==> src/rtl/evt_irq_pkg.sv <==
package evt_irq_pkg;

    // Per-bit tracking state: clear, set-and-unread, set-and-read.
    typedef enum logic [1:0] {
        ST_IDLE = 2'd0,
        ST_PEND = 2'd1,
        ST_SEEN = 2'd2
    } bit_state_e;

endpackage

==> src/rtl/evt_irq_slice.sv <==
module evt_irq_slice
    import evt_irq_pkg::*;
(
    input  logic clk,
    input  logic rst_n,
    input  logic raw_i,
    input  logic rd_i,
    output logic stat_o,
    output logic pend_o
);

    logic       hist_q;
    logic       rise;
    bit_state_e state_q;
    bit_state_e state_d;

    assign rise = raw_i & ~hist_q;

    // state register and edge history
    always_ff @(posedge clk or negedge rst_n) begin
        if (!rst_n) begin
            hist_q  <= 1'b0;
            state_q <= ST_IDLE;
        end else begin
            hist_q  <= raw_i;
            state_q <= state_d;
        end
    end

    // transitions
    always_comb begin
        state_d = state_q;
        unique case (state_q)
            ST_IDLE: begin
                if (rise) state_d = ST_PEND;
            end
            ST_PEND: begin
                if (rise)      state_d = ST_PEND;
                else if (rd_i) state_d = raw_i ? ST_SEEN : ST_IDLE;
            end
            ST_SEEN: begin
                if (rise)               state_d = ST_PEND;
                else if (rd_i && !raw_i) state_d = ST_IDLE;
            end
            default: state_d = ST_IDLE;
        endcase
    end

    // outputs
    always_comb begin
        stat_o = 1'b0;
        pend_o = 1'b0;
        unique case (state_q)
            ST_IDLE: begin
                stat_o = 1'b0;
                pend_o = 1'b0;
            end
            ST_PEND: begin
                stat_o = 1'b1;
                pend_o = 1'b1;
            end
            ST_SEEN: begin
                stat_o = 1'b1;
                pend_o = 1'b0;
            end
            default: begin
                stat_o = 1'b0;
                pend_o = 1'b0;
            end
        endcase
    end

    p_rise_sets_r1: assert property (@(posedge clk) disable iff (!rst_n)
        rise |=> (stat_o && pend_o));

    p_sticky_r1: assert property (@(posedge clk) disable iff (!rst_n)
        (stat_o && !rd_i) |=> stat_o);

    p_read_low_clears_r4: assert property (@(posedge clk) disable iff (!rst_n)
        (rd_i && !raw_i) |=> !stat_o);

    p_read_high_keeps_r5: assert property (@(posedge clk) disable iff (!rst_n)
        (rd_i && raw_i && stat_o) |=> stat_o);

    p_read_unpends_r5: assert property (@(posedge clk) disable iff (!rst_n)
        (rd_i && !rise) |=> !pend_o);

    p_edge_wins_r7: assert property (@(posedge clk) disable iff (!rst_n)
        (rd_i && rise) |=> pend_o);

endmodule

==> src/rtl/evt_irq_mask.sv <==
module evt_irq_mask #(
    parameter int unsigned WIDTH = 8
) (
    input  logic             clk,
    input  logic             rst_n,
    input  logic             wr_i,
    input  logic [WIDTH-1:0] wdata_i,
    output logic [WIDTH-1:0] mask_o
);

    localparam logic [WIDTH-1:0] RESET_MASK = {WIDTH{1'b1}};

    always_ff @(posedge clk or negedge rst_n) begin
        if (!rst_n)    mask_o <= RESET_MASK;
        else if (wr_i) mask_o <= wdata_i;
    end

    p_mask_hold_r6: assert property (@(posedge clk) disable iff (!rst_n)
        !wr_i |=> $stable(mask_o));

endmodule

==> src/rtl/evt_irq_merge.sv <==
module evt_irq_merge #(
    parameter int unsigned WIDTH = 8
) (
    input  logic [WIDTH-1:0] pend_i,
    input  logic [WIDTH-1:0] mask_i,
    output logic             irq_n_o
);

    logic [WIDTH-1:0] live;

    always_comb begin
        live    = pend_i & ~mask_i;
        irq_n_o = ~(|live);
    end

endmodule

==> src/rtl/evt_irq_ctrl.sv <==
module evt_irq_ctrl #(
    parameter int unsigned N_EVT = 8
) (
    input  logic             clk,
    input  logic             rst_n,
    input  logic [N_EVT-1:0] evt_raw,
    input  logic             rd_en,
    output logic [N_EVT-1:0] rd_data,
    input  logic             mask_wr,
    input  logic [N_EVT-1:0] mask_wdata,
    output logic             irq_n
);

    logic [N_EVT-1:0] stat_vec;
    logic [N_EVT-1:0] pend_vec;
    logic [N_EVT-1:0] mask_vec;

    for (genvar g = 0; g < N_EVT; g++) begin : g_bit
        evt_irq_slice u_slice (
            .clk    (clk),
            .rst_n  (rst_n),
            .raw_i  (evt_raw[g]),
            .rd_i   (rd_en),
            .stat_o (stat_vec[g]),
            .pend_o (pend_vec[g])
        );
    end

    evt_irq_mask #(.WIDTH(N_EVT)) u_mask (
        .clk     (clk),
        .rst_n   (rst_n),
        .wr_i    (mask_wr),
        .wdata_i (mask_wdata),
        .mask_o  (mask_vec)
    );

    evt_irq_merge #(.WIDTH(N_EVT)) u_merge (
        .pend_i  (pend_vec),
        .mask_i  (mask_vec),
        .irq_n_o (irq_n)
    );

    assign rd_data = stat_vec;

    // unmasking a set, unread bit raises the interrupt next clock
    p_unmask_raises_r6: assert property (@(posedge clk) disable iff (!rst_n)
        (mask_wr && !rd_en && |(pend_vec & ~mask_wdata)) |=> !irq_n);

    // with everything masked the line never falls
    p_all_masked_quiet_r2: assert property (@(posedge clk) disable iff (!rst_n)
        (&mask_vec) |-> irq_n);

    // reset state seen at the ports
    always_comb begin
        if (!rst_n) begin
            a_reset_outputs_r8: assert (irq_n && (rd_data == '0));
        end
    end

endmodule

==> config.mk <==
export PLATFORM = sky130hd
export DESIGN_NAME = evt_irq_ctrl
export DESIGN_NICKNAME = d
export VERILOG_FILES = /design/src/rtl/evt_irq_pkg.sv /design/src/rtl/evt_irq_slice.sv /design/src/rtl/evt_irq_mask.sv /design/src/rtl/evt_irq_merge.sv /design/src/rtl/evt_irq_ctrl.sv
export SDC_FILE = /design/constraint.sdc
export NUM_CORES = 1
export LEC_CHECK = 0
export BUFFER_PORTS_ARGS = -buffer_cell sky130_fd_sc_hd__clkbuf_2
export CAP_MARGIN = 10
export CORE_MARGIN = 2
export CORE_UTILIZATION = 60
export DETAILED_ROUTE_END_ITERATION = 12
export GPL_TIMING_DRIVEN = 0
export HOLD_SLACK_MARGIN = 0.12
export MAX_ROUTING_LAYER = met4
export PLACE_DENSITY = 0.93
export SLEW_MARGIN = 0
export SYNTH_ARGS = -nofsm -noshare
export SYNTH_HDL_FRONTEND = slang
export SYNTH_HIERARCHICAL = 1
export SYNTH_SLANG_ARGS = --single-unit
==> constraint.sdc <==
create_clock -name clk -period 3.02 [get_ports clk]
set_clock_uncertainty 0.05 [all_clocks]
set_input_delay 0.151 -clock clk [delete_from_list [all_inputs] [get_ports clk]]
set_output_delay 0.151 -clock clk [all_outputs]
set_load 0.05 [all_outputs]
# == Word-level counts from Yosys, hierarchy flattened ==
# Index checks and enable logic that the tools add are counted.
# word_totals
ff_bits,32
ramBits,0
latchBits,0
romBits,0
memories,0
elab_cells,189
# classes
n_mux,72
n_lt_le_gt_ge,0
n_addsub,0
n_eq_ne,40
div,0
mul,0
n_reduce_logical,41
n_bitwise,19
shift,0
# ops
op,count
$mux 2,48
$pmux 2 s3,8
$ne 3x1->1 const B,8
$ne 3x2->1 const B,8
$reduce_and 3->1,8
$eq 2x1->1 const B,8
$eq 2x2->1 const B,8
$logic_not 2->1,8
$mux 1,16
$ne 2x1->1 const B,8
$reduce_or 2->1,8
$not 1->1,9
$and 1x1->1,8
$and 8x8->8,1
$logic_and 1x1->1,8
$logic_not 1->1,8
$not 8->8,1
$reduce_or 8->1,1

# == Depth between registers and ports, before layout ==
# Gate-level depths: netlist (run 1).
# logic_depth
ltp_word,5
ltp_mapped,6
mapped_depth_nobuf,6

# == Hierarchy ==
# The synthesis (run 1) kept the hierarchy.
# modules_own_cells
mod,seq_area_each_um2,n_inst,cells_each,area_each_um2
evt_irq_slice at g_bit[0].u_slice ...,75.1,4,24,244.0
evt_irq_slice at g_bit[5].u_slice ...,75.1,2,21,209.0
evt_irq_mask,210.2,1,17,341.6
evt_irq_slice at g_bit[7].u_slice,75.1,1,21,212.7
evt_irq_slice at g_bit[4].u_slice,75.1,1,19,198.9
evt_irq_merge,0.0,1,13,67.6

# == Worst setup path after synthesis (run 1) ==
# Ideal clock, no wire load.
# synth_path
kind,register to output
start,reg g_bit[1].u_slice.state_q[1]
end,out irq_n
t_arrival_ns,1.775
slack_ns,1.044
path_stages_with_launch,6
required_ns,2.819
n_path_buf,0
path_cell_list,dfrtp_1 > inv_1 > ha_1 > inv_1 > o22ai_1 > nor4_2
# synth_via
elab_chain_len,5
# synth_lines
item,line,rtl
start: declaration,evt_irq_slice.sv:14,bit_state_e state_q;
start signal: assignment,evt_irq_slice.sv:26,state_q <= state_d;
$eq 2x1->1,evt_irq_slice.sv:53,unique case (state_q)
$mux 1,evt_irq_slice.sv:53,
named net pend_vec[1],evt_irq_ctrl.sv:15,logic [N_EVT-1:0] pend_vec;
$and 8x8->8,evt_irq_merge.sv:12,live = pend_i & ~mask_i;
$reduce_or 8->1,evt_irq_merge.sv:13,irq_n_o = ~(|live);
$not 1->1,evt_irq_merge.sv:13,
end: declaration,evt_irq_ctrl.sv:11,output logic irq_n
# The timed path passes the listed nets, and every way through them passes these cells.

# == Worst setup path in the final report (run 1) ==
# Ends and elaborated chain as after synthesis.

==> flow_metrics.tcl, run 1 <==
set metrics [dict create \
    syn_area_sq_mm 0.00221 \
    startpoint_type "register" \
    drive_gt1_share_pct 25.0 \
    drv_slew 0 \
    clock-sinks 32 \
    ctsHoldBuffers 17 \
    fin_crit_ns 2.06 \
    overflow 0 \
    numCtsBuffers 5 \
    dp_hpwl_um 3310 \
    io_buffers 27 \
    hold_viol 0 \
    hold_path.class "input pin to register" \
    n_antenna_cell 0 \
    worst_slew_pin_slew_ns 0.776 \
    core_sq_mm 0.00361 \
    synth.top_cell.area_share_pct 27.1 \
    gp_congestion 0.872 \
    total_power_mw 2.42 \
    crit_required_ns 2.82 \
    timing.final.crit_share_pct 68.2 \
    nets 311 \
    htreeDepth 2 \
    clock_path_buffers 2 \
    vias 1770 \
    synth_flop_cell "dfrtp_1" \
    num-fill-cells 240 \
    async_flop_share_pct 100 \
    synth-seq-cells 32 \
    cts_setup_buffers 0 \
    cts_tree "yes" \
    ys_seq_area_share_pct 36.6 \
    status "finished, final reports clean" \
    die_area_sq_mm 0.00419 \
    grt_usage_pct 27.8 \
    slew_headroom_pct 48.2 \
    placed_cells 283 \
    wl_per_cell_um 16.3 \
    clkTransAtPathRegs_ns 0.07 \
    syn_avg_cell_area_sq_um 10.6 \
    die_x_um 64.8 \
    ant_nets 0 \
    leakagePower_nw 1.28 \
    drt_first_iter_violations 56 \
    max_cap_viol_count 0 \
    power.switching_mw 1.17 \
    synth_top_cells_by_count "ha_1 (32), inv_1 (32), dfrtp_1 (24)" \
    switching_share_pct 48.4 \
    core.rowCount 22 \
    seq_power_share_pct 27.0 \
    final_cells 308 \
    synthCells 208 \
    cp-startpoint "g_bit[1].u_slice/state_q[1]" \
    worstReg2RegStart "g_bit[0].u_slice/state_q[1]" \
    max_freq_mhz 486 \
    die_h_um 64.8 \
    wl_um 5010 \
    rsz0062_at_grt "false" \
    synth_nets 260 \
    worstSetupPathType "register to output pin" \
    yosysTopAreaCell "dfrtp_1" \
    synth.area.top_cells "dfrtp_1 (27%), ha_1 (18%), dfstp_2 (9.5%), inv_1 (5.4%), mux2_4 (5.4%)" \
    end_kind "output pin" \
    grt_max_degree 33 \
    fin_area_sq_mm 0.00269 \
    grt_pass1_wl_um 8510 \
    clock_power_share_pct 17.1 \
    dr.pass1.iters 4 \
    ys_types 33 \
    hold_start "mask_wr" \
    tns_ns 0 \
    vdd_drop_max_v 0.000571 \
    antenna_found_initial 0 \
    initial_core_util_pct 61.4 \
    clock-root-buffer "clkbuf_8" \
    place_area_sq_mm 0.00241 \
    cts-resized-gates 0 \
    critPathMaxFanout 5 \
    p_int_mw 1.25 \
    combinationalPowerShare_pct 55.9 \
    routed_via_density 5.75 \
    drc_errors 0 \
    ys_warn_count 6 \
    synth_edf_count 0 \
    io_pins 29 \
    powerDensity_mw_per_mm2 901 \
    first_global_vias 1796 \
    insertion_delay_ns 0.29 \
    arrival_ns 1.86 \
    area_growth_pct 21.4 \
    setup_viol 0 \
    utilization_pct 74.5 \
]
logic make-up (layout without fill, tap and decap cells):
kind of cell / count (synthesis) / count (layout) / synth area share, %
adders and majority gates: 32 / 32 / 18.1
AOI/OAI and AO/OA: 38 / 38 / 13.7
DFF: 32 / 32 / 36.6
muxes: 9 / 9 / 5.88
and+or+nand+nor: 64 / 64 / 19.8
buffers and inverters: 33 / 85 / 5.93
placed cells by master (no fill, tap or decap), drive strengths merged:
cell         count
or3              4
and4b            4
o2111ai          4
nand2            2
nand2b           9
a31o             1
buf              1
o31ai            3
ha              32
o211ai          11
nand3            7
nor2             9
nor3b            1
nor4             1
nand4b           8
and2             4
a31oi            1
nand3b           4
a21boi           4
bufinv           1
clkbuf          33
nor3             5
dfrtp           24
mux2i            1
inv             32
nor2b            4
dlygate4sd3     17
or2b             2
o21ai            7
a22oi            2
mux2             8
dfstp            8
o22ai            4
clkinv           1
a21oi            1
routing by layer:
layer  GRT usage [%]  vias up  part of all wire [%]
met1            32.1      870                    42
met3            6.94       13                   4.2
li1                -      835                     -
met2            46.4       52                    52
met5               -        -                     0
met4            10.9        0                   2.4
power by group through the flow:
stage | logic, mW | clock network (mW) | registers [mW]
after floorplan | 1.09 | 0 | 0.625
after global placement | 1.24 | 0 | 0.648
after detailed placement | 1.31 | 0 | 0.654
after CTS | 1.34 | 0.417 | 0.650
after global routing | 1.47 | 0.440 | 0.670
final | 1.35 | 0.414 | 0.655
registers in the layout (all words and copies together), names as in the netlist:
register               count
g_bit.u_slice/hist_q       8
g_bit.u_slice/state_q     16
u_mask/mask_o              8
through the flow:
stage / setup slack, ns / hold slack [ns]
global placement: 1.37 / 0.213
floorplan: 1.04 / -0.195
CTS: 0.968 / 0.131
finish: 0.962 / 0.137
global route: 0.899 / 0.134
detailed placement: 1.30 / 0.226
final timing paths:
kind	to	slack [ns]	cells after the start
worst min register to register	g_bit[5].u_slice/state_q[1]	0.53	2
worst max register to register	g_bit[0].u_slice/state_q[0]	1.47	5
max in group asynchronous	g_bit[1].u_slice/hist_q	2.01	2
worst max-delay path	irq_n	0.96	6
worst min-delay path	u_mask/mask_o[3]	0.14	2
min in group asynchronous	g_bit[3].u_slice/state_q[0]	0.41	2
critical path: stages (launching register included):
cell      delay, ns
dfrtp_1        0.45
inv_1          0.09
ha_1           0.24
inv_1          0.07
o22ai_1        0.10
nor4_2         0.28
clkbuf_2       0.33
layout make-up:
cell class              instances  area [sq um]  area share, %
plain buffers                   1          11.3          0.419
flip-flops and latches         32           811           30.2
clock inverters                 2          35.0           1.30
clock buffers                   6          72.6           2.70
multi-input cells             143          1270           47.3
repair buffers                 44           305           11.4
inverters                      32           120           4.47
well taps                      48          60.1           2.23
(Power assumes the default switching activity.)
==> run 2: changes to the inputs <==
--- a/config.mk
+++ b/config.mk
@@ -8,12 +8,12 @@
 export BUFFER_PORTS_ARGS = -buffer_cell sky130_fd_sc_hd__clkbuf_2
 export CAP_MARGIN = 10
 export CORE_MARGIN = 2
-export CORE_UTILIZATION = 60
+export CORE_UTILIZATION = 52
 export DETAILED_ROUTE_END_ITERATION = 12
 export GPL_TIMING_DRIVEN = 0
 export HOLD_SLACK_MARGIN = 0.12
 export MAX_ROUTING_LAYER = met4
-export PLACE_DENSITY = 0.93
+export PLACE_DENSITY = 0.87
 export SLEW_MARGIN = 0
 export SYNTH_ARGS = -nofsm -noshare
 export SYNTH_HDL_FRONTEND = slang
==> constraint.sdc (replaced) <==
create_clock -name clk -period 1.7 [get_ports clk]
set_clock_uncertainty 0.05 [all_clocks]
set_input_delay 0.085 -clock clk [delete_from_list [all_inputs] [get_ports clk]]
set_output_delay 0.085 -clock clk [all_outputs]
set_load 0.05 [all_outputs]
==> flow_metrics.tcl, run 2 (synthesis gave the netlist of run 1 again) <==
set metrics [dict create \
    wl_um 5430 \
    setup_viol 1 \
    fin_ws_ns -0.0251 \
    dp_hpwl_um 3020 \
    core.rowCount 23 \
    place_area_sq_mm 0.00242 \
    insertion_delay_ns 0.28 \
    grt_usage_pct 23.7 \
    ant_nets 0 \
    worst_slew_pin_slew_ns 0.808 \
    initial_core_util_pct 54.6 \
    drc_errors 0 \
    clock-root-buffer "clkbuf_8" \
    die_area_sq_mm 0.00480 \
    drt_first_iter_violations 72 \
    arrival_ns 1.59 \
    overflow 0 \
    core_sq_mm 0.00406 \
    first_global_vias 1924 \
    timing.final.crit_share_pct 101 \
    drive_gt1_share_pct 37.8 \
    max_freq_mhz 580 \
    antenna_found_initial 0 \
    cpLargestDelayFamily "flip-flops" \
    area_growth_pct 37.3 \
    die_h_um 69.3 \
    vias 1881 \
    r2r-end "g_bit[2].u_slice/state_q[1]" \
    status "complete, but fails checks" \
    io_pins 29 \
    critPathMaxFanout 2 \
    reg2reg_depth 6 \
    grt_max_degree 33 \
    clock-sinks 32 \
    mostFrequentLayoutCells "dlygate4sd3_1 (25), clkbuf_2 (25), ha_1 (24)" \
    io_buffers 27 \
    fin_crit_ns 1.73 \
    utilization_pct 74.9 \
    htreeDepth 2 \
    worstSetupPathType "register to output pin" \
    placed_cells 285 \
    cp_num_cells 6 \
    largestRegisters "g_bit.u_slice/state_q (16), g_bit.u_slice/hist_q (8), u_mask/mask_o (8)" \
    slew_headroom_pct 46.1 \
    vdd_drop_max_v 0.00149 \
    final_cells 341 \
    rsz0062_at_grt "true" \
    fin_area_sq_mm 0.00304 \
    powerDensity_mw_per_mm2 1570 \
    clkTransAtPathRegs_ns 0.07 \
    routed_via_density 5.52 \
    gp_congestion 0.784 \
    r2r_slack_ns 0.06 \
    cts_tree "yes" \
    critical-path-slowest-cell "dfrtp_1" \
    n_antenna_cell 0 \
    grt_pass1_wl_um 8920 \
    top_register "g_bit.u_slice/state_q" \
    cpPeakStageDelay_ns 0.37 \
    hold_viol 0 \
    startpoint_type "register" \
    cp_cell_sequence "inv_2 -> ha_2 -> inv_1 -> o22ai_2 -> nor4_4 -> clkbuf_8" \
    drv_slew 0 \
    nets 342 \
    hold_path.class "input pin to register" \
    dr.pass1.iters 4 \
    worstPathBufferInverterCount 3 \
    crit_end "irq_n" \
    crit_required_ns 1.56 \
    leakagePower_nw 1.43 \
    worstReg2RegStart "g_bit[2].u_slice/state_q[0]" \
    clock_path_buffers 2 \
    die_x_um 69.3 \
    violations "setup timing" \
    end_kind "output pin" \
    max_cap_viol_count 0 \
    wl_per_cell_um 15.9 \
    numCtsBuffers 5 \
    largest_reg_flops 16 \
    cp-startpoint "g_bit[4].u_slice/state_q[1]" \
]
[run 2: per-stage QoR]
stage | power [mW] | setup WS, ns | hold slack (ns) | TNS, ns
global route | 5.11 | -0.0907 | 0.364 | -0.0907
CTS | 4.45 | 0.00173 | 0.327 | 0
detailed placement | 3.46 | 0.0436 | 0.161 | 0
global placement | 3.39 | 0.0669 | 0.148 | 0
finish | 4.77 | -0.0251 | 0.351 | -0.0251
floorplan | 3.07 | 0.0746 | -0.261 | 0
[run 2: worst reg2reg max path, stage by stage, from the launching register on]
cell,delay (ns)
dfrtp_1,0.41
buf_4,0.15
inv_1,0.05
ha_1,0.23
or3_4,0.42
nand4b_1,0.13
nand3_1,0.08
[run 2: worst min path at each step]
stage / from / to / slack [ns] / depth (start not counted)
finish: rd_en / g_bit[6].u_slice/state_q[0] / 0.35 / 4
global placement: rst_n / g_bit[2].u_slice/state_q[0] / 0.15 / 1
detailed placement: rst_n / g_bit[3].u_slice/state_q[0] / 0.16 / 1
global route: rd_en / g_bit[5].u_slice/state_q[0] / 0.36 / 4
CTS: rd_en / g_bit[6].u_slice/state_q[0] / 0.33 / 4
floorplan: rst_n / g_bit[0].u_slice/hist_q / -0.26 / 0
[run 2: timing repair]
item,in CTS,in global routing
pin swaps,6,4
buffers inserted,18,5
hold buffers,25,0
endpoints found under the hold margin,49,0
setup endpoints to repair,1,1
gates resized for setup,17,16
[run 2: where the power goes]
part / internal (mW) / switching, mW
sequential: 0.953 / 0.164
clock: 0.287 / 0.276
combinational: 1.27 / 1.82
[run 2: cell type report]
class | count | area (sq um)
sequential | 32 | 812
timing repair buffer | 75 | 567
fill | 250 | 1020
tap | 50 | 62.6
buffer | 1 | 11.3
inverter | 32 | 123
multi-input combinational | 143 | 1380
clock buffer | 7 | 76.3
clock inverter | 1 | 5.00
[run 2: layer usage]
layer	up-vias	routed length (um)	global-route usage, %
li1	896	-	-
met1	929	2350	29.4
met5	-	0	-
met4	0	90	7.41
met3	11	175	4.22
met2	45	2810	39.4
==> run 3: changes to the inputs <==
--- a/config.mk
+++ b/config.mk
@@ -13,7 +13,8 @@
 export GPL_TIMING_DRIVEN = 0
 export HOLD_SLACK_MARGIN = 0.12
 export MAX_ROUTING_LAYER = met4
-export PLACE_DENSITY = 0.87
+export PLACE_DENSITY = 0.84
+export SETUP_SLACK_MARGIN = 0.15
 export SLEW_MARGIN = 0
 export SYNTH_ARGS = -nofsm -noshare
 export SYNTH_HDL_FRONTEND = slang
==> flow_metrics.tcl, run 3 (synthesis gave the netlist of run 1 again) <==
set metrics [dict create \
    die_h_um 69.3 \
    layout_commonest_cell "dlygate4sd3_1" \
    dr.pass1.iters 4 \
    overflow 0 \
    nets 347 \
    hold_path.class "input pin to async pin" \
    htreeDepth 2 \
    core.rowCount 23 \
    max_freq_mhz 555 \
    grt_usage_pct 23.5 \
    vdd_drop_max_v 0.00157 \
    clock-sinks 32 \
    vias 1998 \
    core_sq_mm 0.00406 \
    powerDensity_mw_per_mm2 1670 \
    area_growth_pct 48.6 \
    num-fill-cells 191 \
    insertion_delay_ns 0.29 \
    post-place-ws_ns 0.101 \
    wl_per_cell_um 18.7 \
    first_global_vias 2030 \
    rsz0062_at_grt "true" \
    worstSetupPathType "register to output pin" \
    die_x_um 69.3 \
    whs_ns 0.376 \
    die_area_sq_mm 0.00480 \
    n_antenna_cell 0 \
    timing.final.crit_share_pct 106 \
    gp_congestion 0.804 \
    final_cells 346 \
    dp_hpwl_um 3020 \
    grt_pass1_wl_um 8870 \
    drive_gt1_share_pct 45.9 \
    critPathMaxFanout 4 \
    ant_nets 0 \
    clock_path_buffers 2 \
    fin_area_sq_mm 0.00329 \
    fin_crit_ns 1.80 \
    slew_headroom_pct 46.1 \
    arrival_ns 1.67 \
    max_cap_viol_count 0 \
    violations "setup timing" \
    mostFrequentLayoutCells "dlygate4sd3_1 (25), dfrtp_1 (22), clkbuf_2 (18)" \
    io_pins 29 \
    leakagePower_nw 1.47 \
    setup_viol 1 \
    numCtsBuffers 5 \
    top_register "g_bit.u_slice/state_q" \
    cp-startpoint "g_bit[7].u_slice/state_q[0]" \
    cts_tree "yes" \
    hold_viol 0 \
    startpoint_type "register" \
    status "complete, but fails checks" \
    crit_required_ns 1.56 \
    end_kind "output pin" \
    routed_via_density 5.77 \
    io_buffers 27 \
    drc_errors 0 \
    largest_reg_flops 16 \
    placed_cells 285 \
    drt_first_iter_violations 154 \
    largestRegisters "g_bit.u_slice/state_q (16), g_bit.u_slice/hist_q (8), u_mask/mask_o (8)" \
    wl_um 6470 \
    fin_ws_ns -0.102 \
    tns_ns -0.102 \
    grt_max_degree 33 \
    place_area_sq_mm 0.00244 \
    initial_core_util_pct 54.6 \
    clkTransAtPathRegs_ns 0.06 \
    worst_slew_pin_slew_ns 0.808 \
    clock-root-buffer "clkbuf_8" \
    antenna_found_initial 0 \
    drv_slew 0 \
    worstReg2RegStart "g_bit[0].u_slice/state_q[0]" \
]
run 3: worst paths after layout:
| check | to | slack, ns | cells past startpoint |
|---|---|---|---|
| worst max-delay path | irq_n | -0.10 | 5 |
| worst min-delay path | g_bit[1].u_slice/state_q[1] | 0.38 | 2 |
| worst max register to register | g_bit[0].u_slice/state_q[1] | 0.11 | 6 |
| worst min register to register | g_bit[6].u_slice/state_q[1] | 0.53 | 2 |
| max in group asynchronous | g_bit[2].u_slice/state_q[0] | 0.65 | 2 |
| min in group clk | g_bit[6].u_slice/state_q[0] | 0.40 | 4 |
run 3: worst max-delay path, stage by stage, from the launching register on:
cell and delay (ns):
dfrtp_1 0.45, ha_4 0.21, inv_1 0.08, o22ai_2 0.11, nor4_4 0.33, buf_8 0.20
run 3: area by class of cell:
cell class              instances  area [sq um]  share of cell area [%]
plain buffers                   1          11.3                   0.342
clock buffers                   8          80.1                    2.43
inverters                      32           133                    4.03
multi-input cells             143          1510                    45.9
flip-flops and latches         32           813                    24.7
well taps                      50          62.6                    1.90
repair buffers                 80           682                    20.7
run 3: power by group:
part	total (mW)	internal [mW]	leakage, nW	switching [mW]
Combinational	3.78	1.69	1.04	2.09
Clock	0.569	0.291	0.0395	0.278
Sequential	1.15	0.955	0.386	0.198
run 3: through the flow:
step	util [%]	power (mW)
global placement	60.2	3.44
finish	81.1	5.50
CTS	74.2	4.59
detailed placement	60.2	3.51
global route	81.1	5.79
floorplan	-	3.11
run 3: repair_timing:
item | CTS | global route
hold buffers | 25 | 0
setup endpoints to repair | 1 | 20
hold endpoints to repair | 49 | 0
buffers inserted | 21 | 8
pin swaps | 7 | 22
resized for setup | 21 | 74
run 3: routing by layer:
metal,wire length [um],track usage (%)
met3,247,5.52
met2,3260,40.4
met5,0,-
met1,2700,25.6
met4,253,11.3
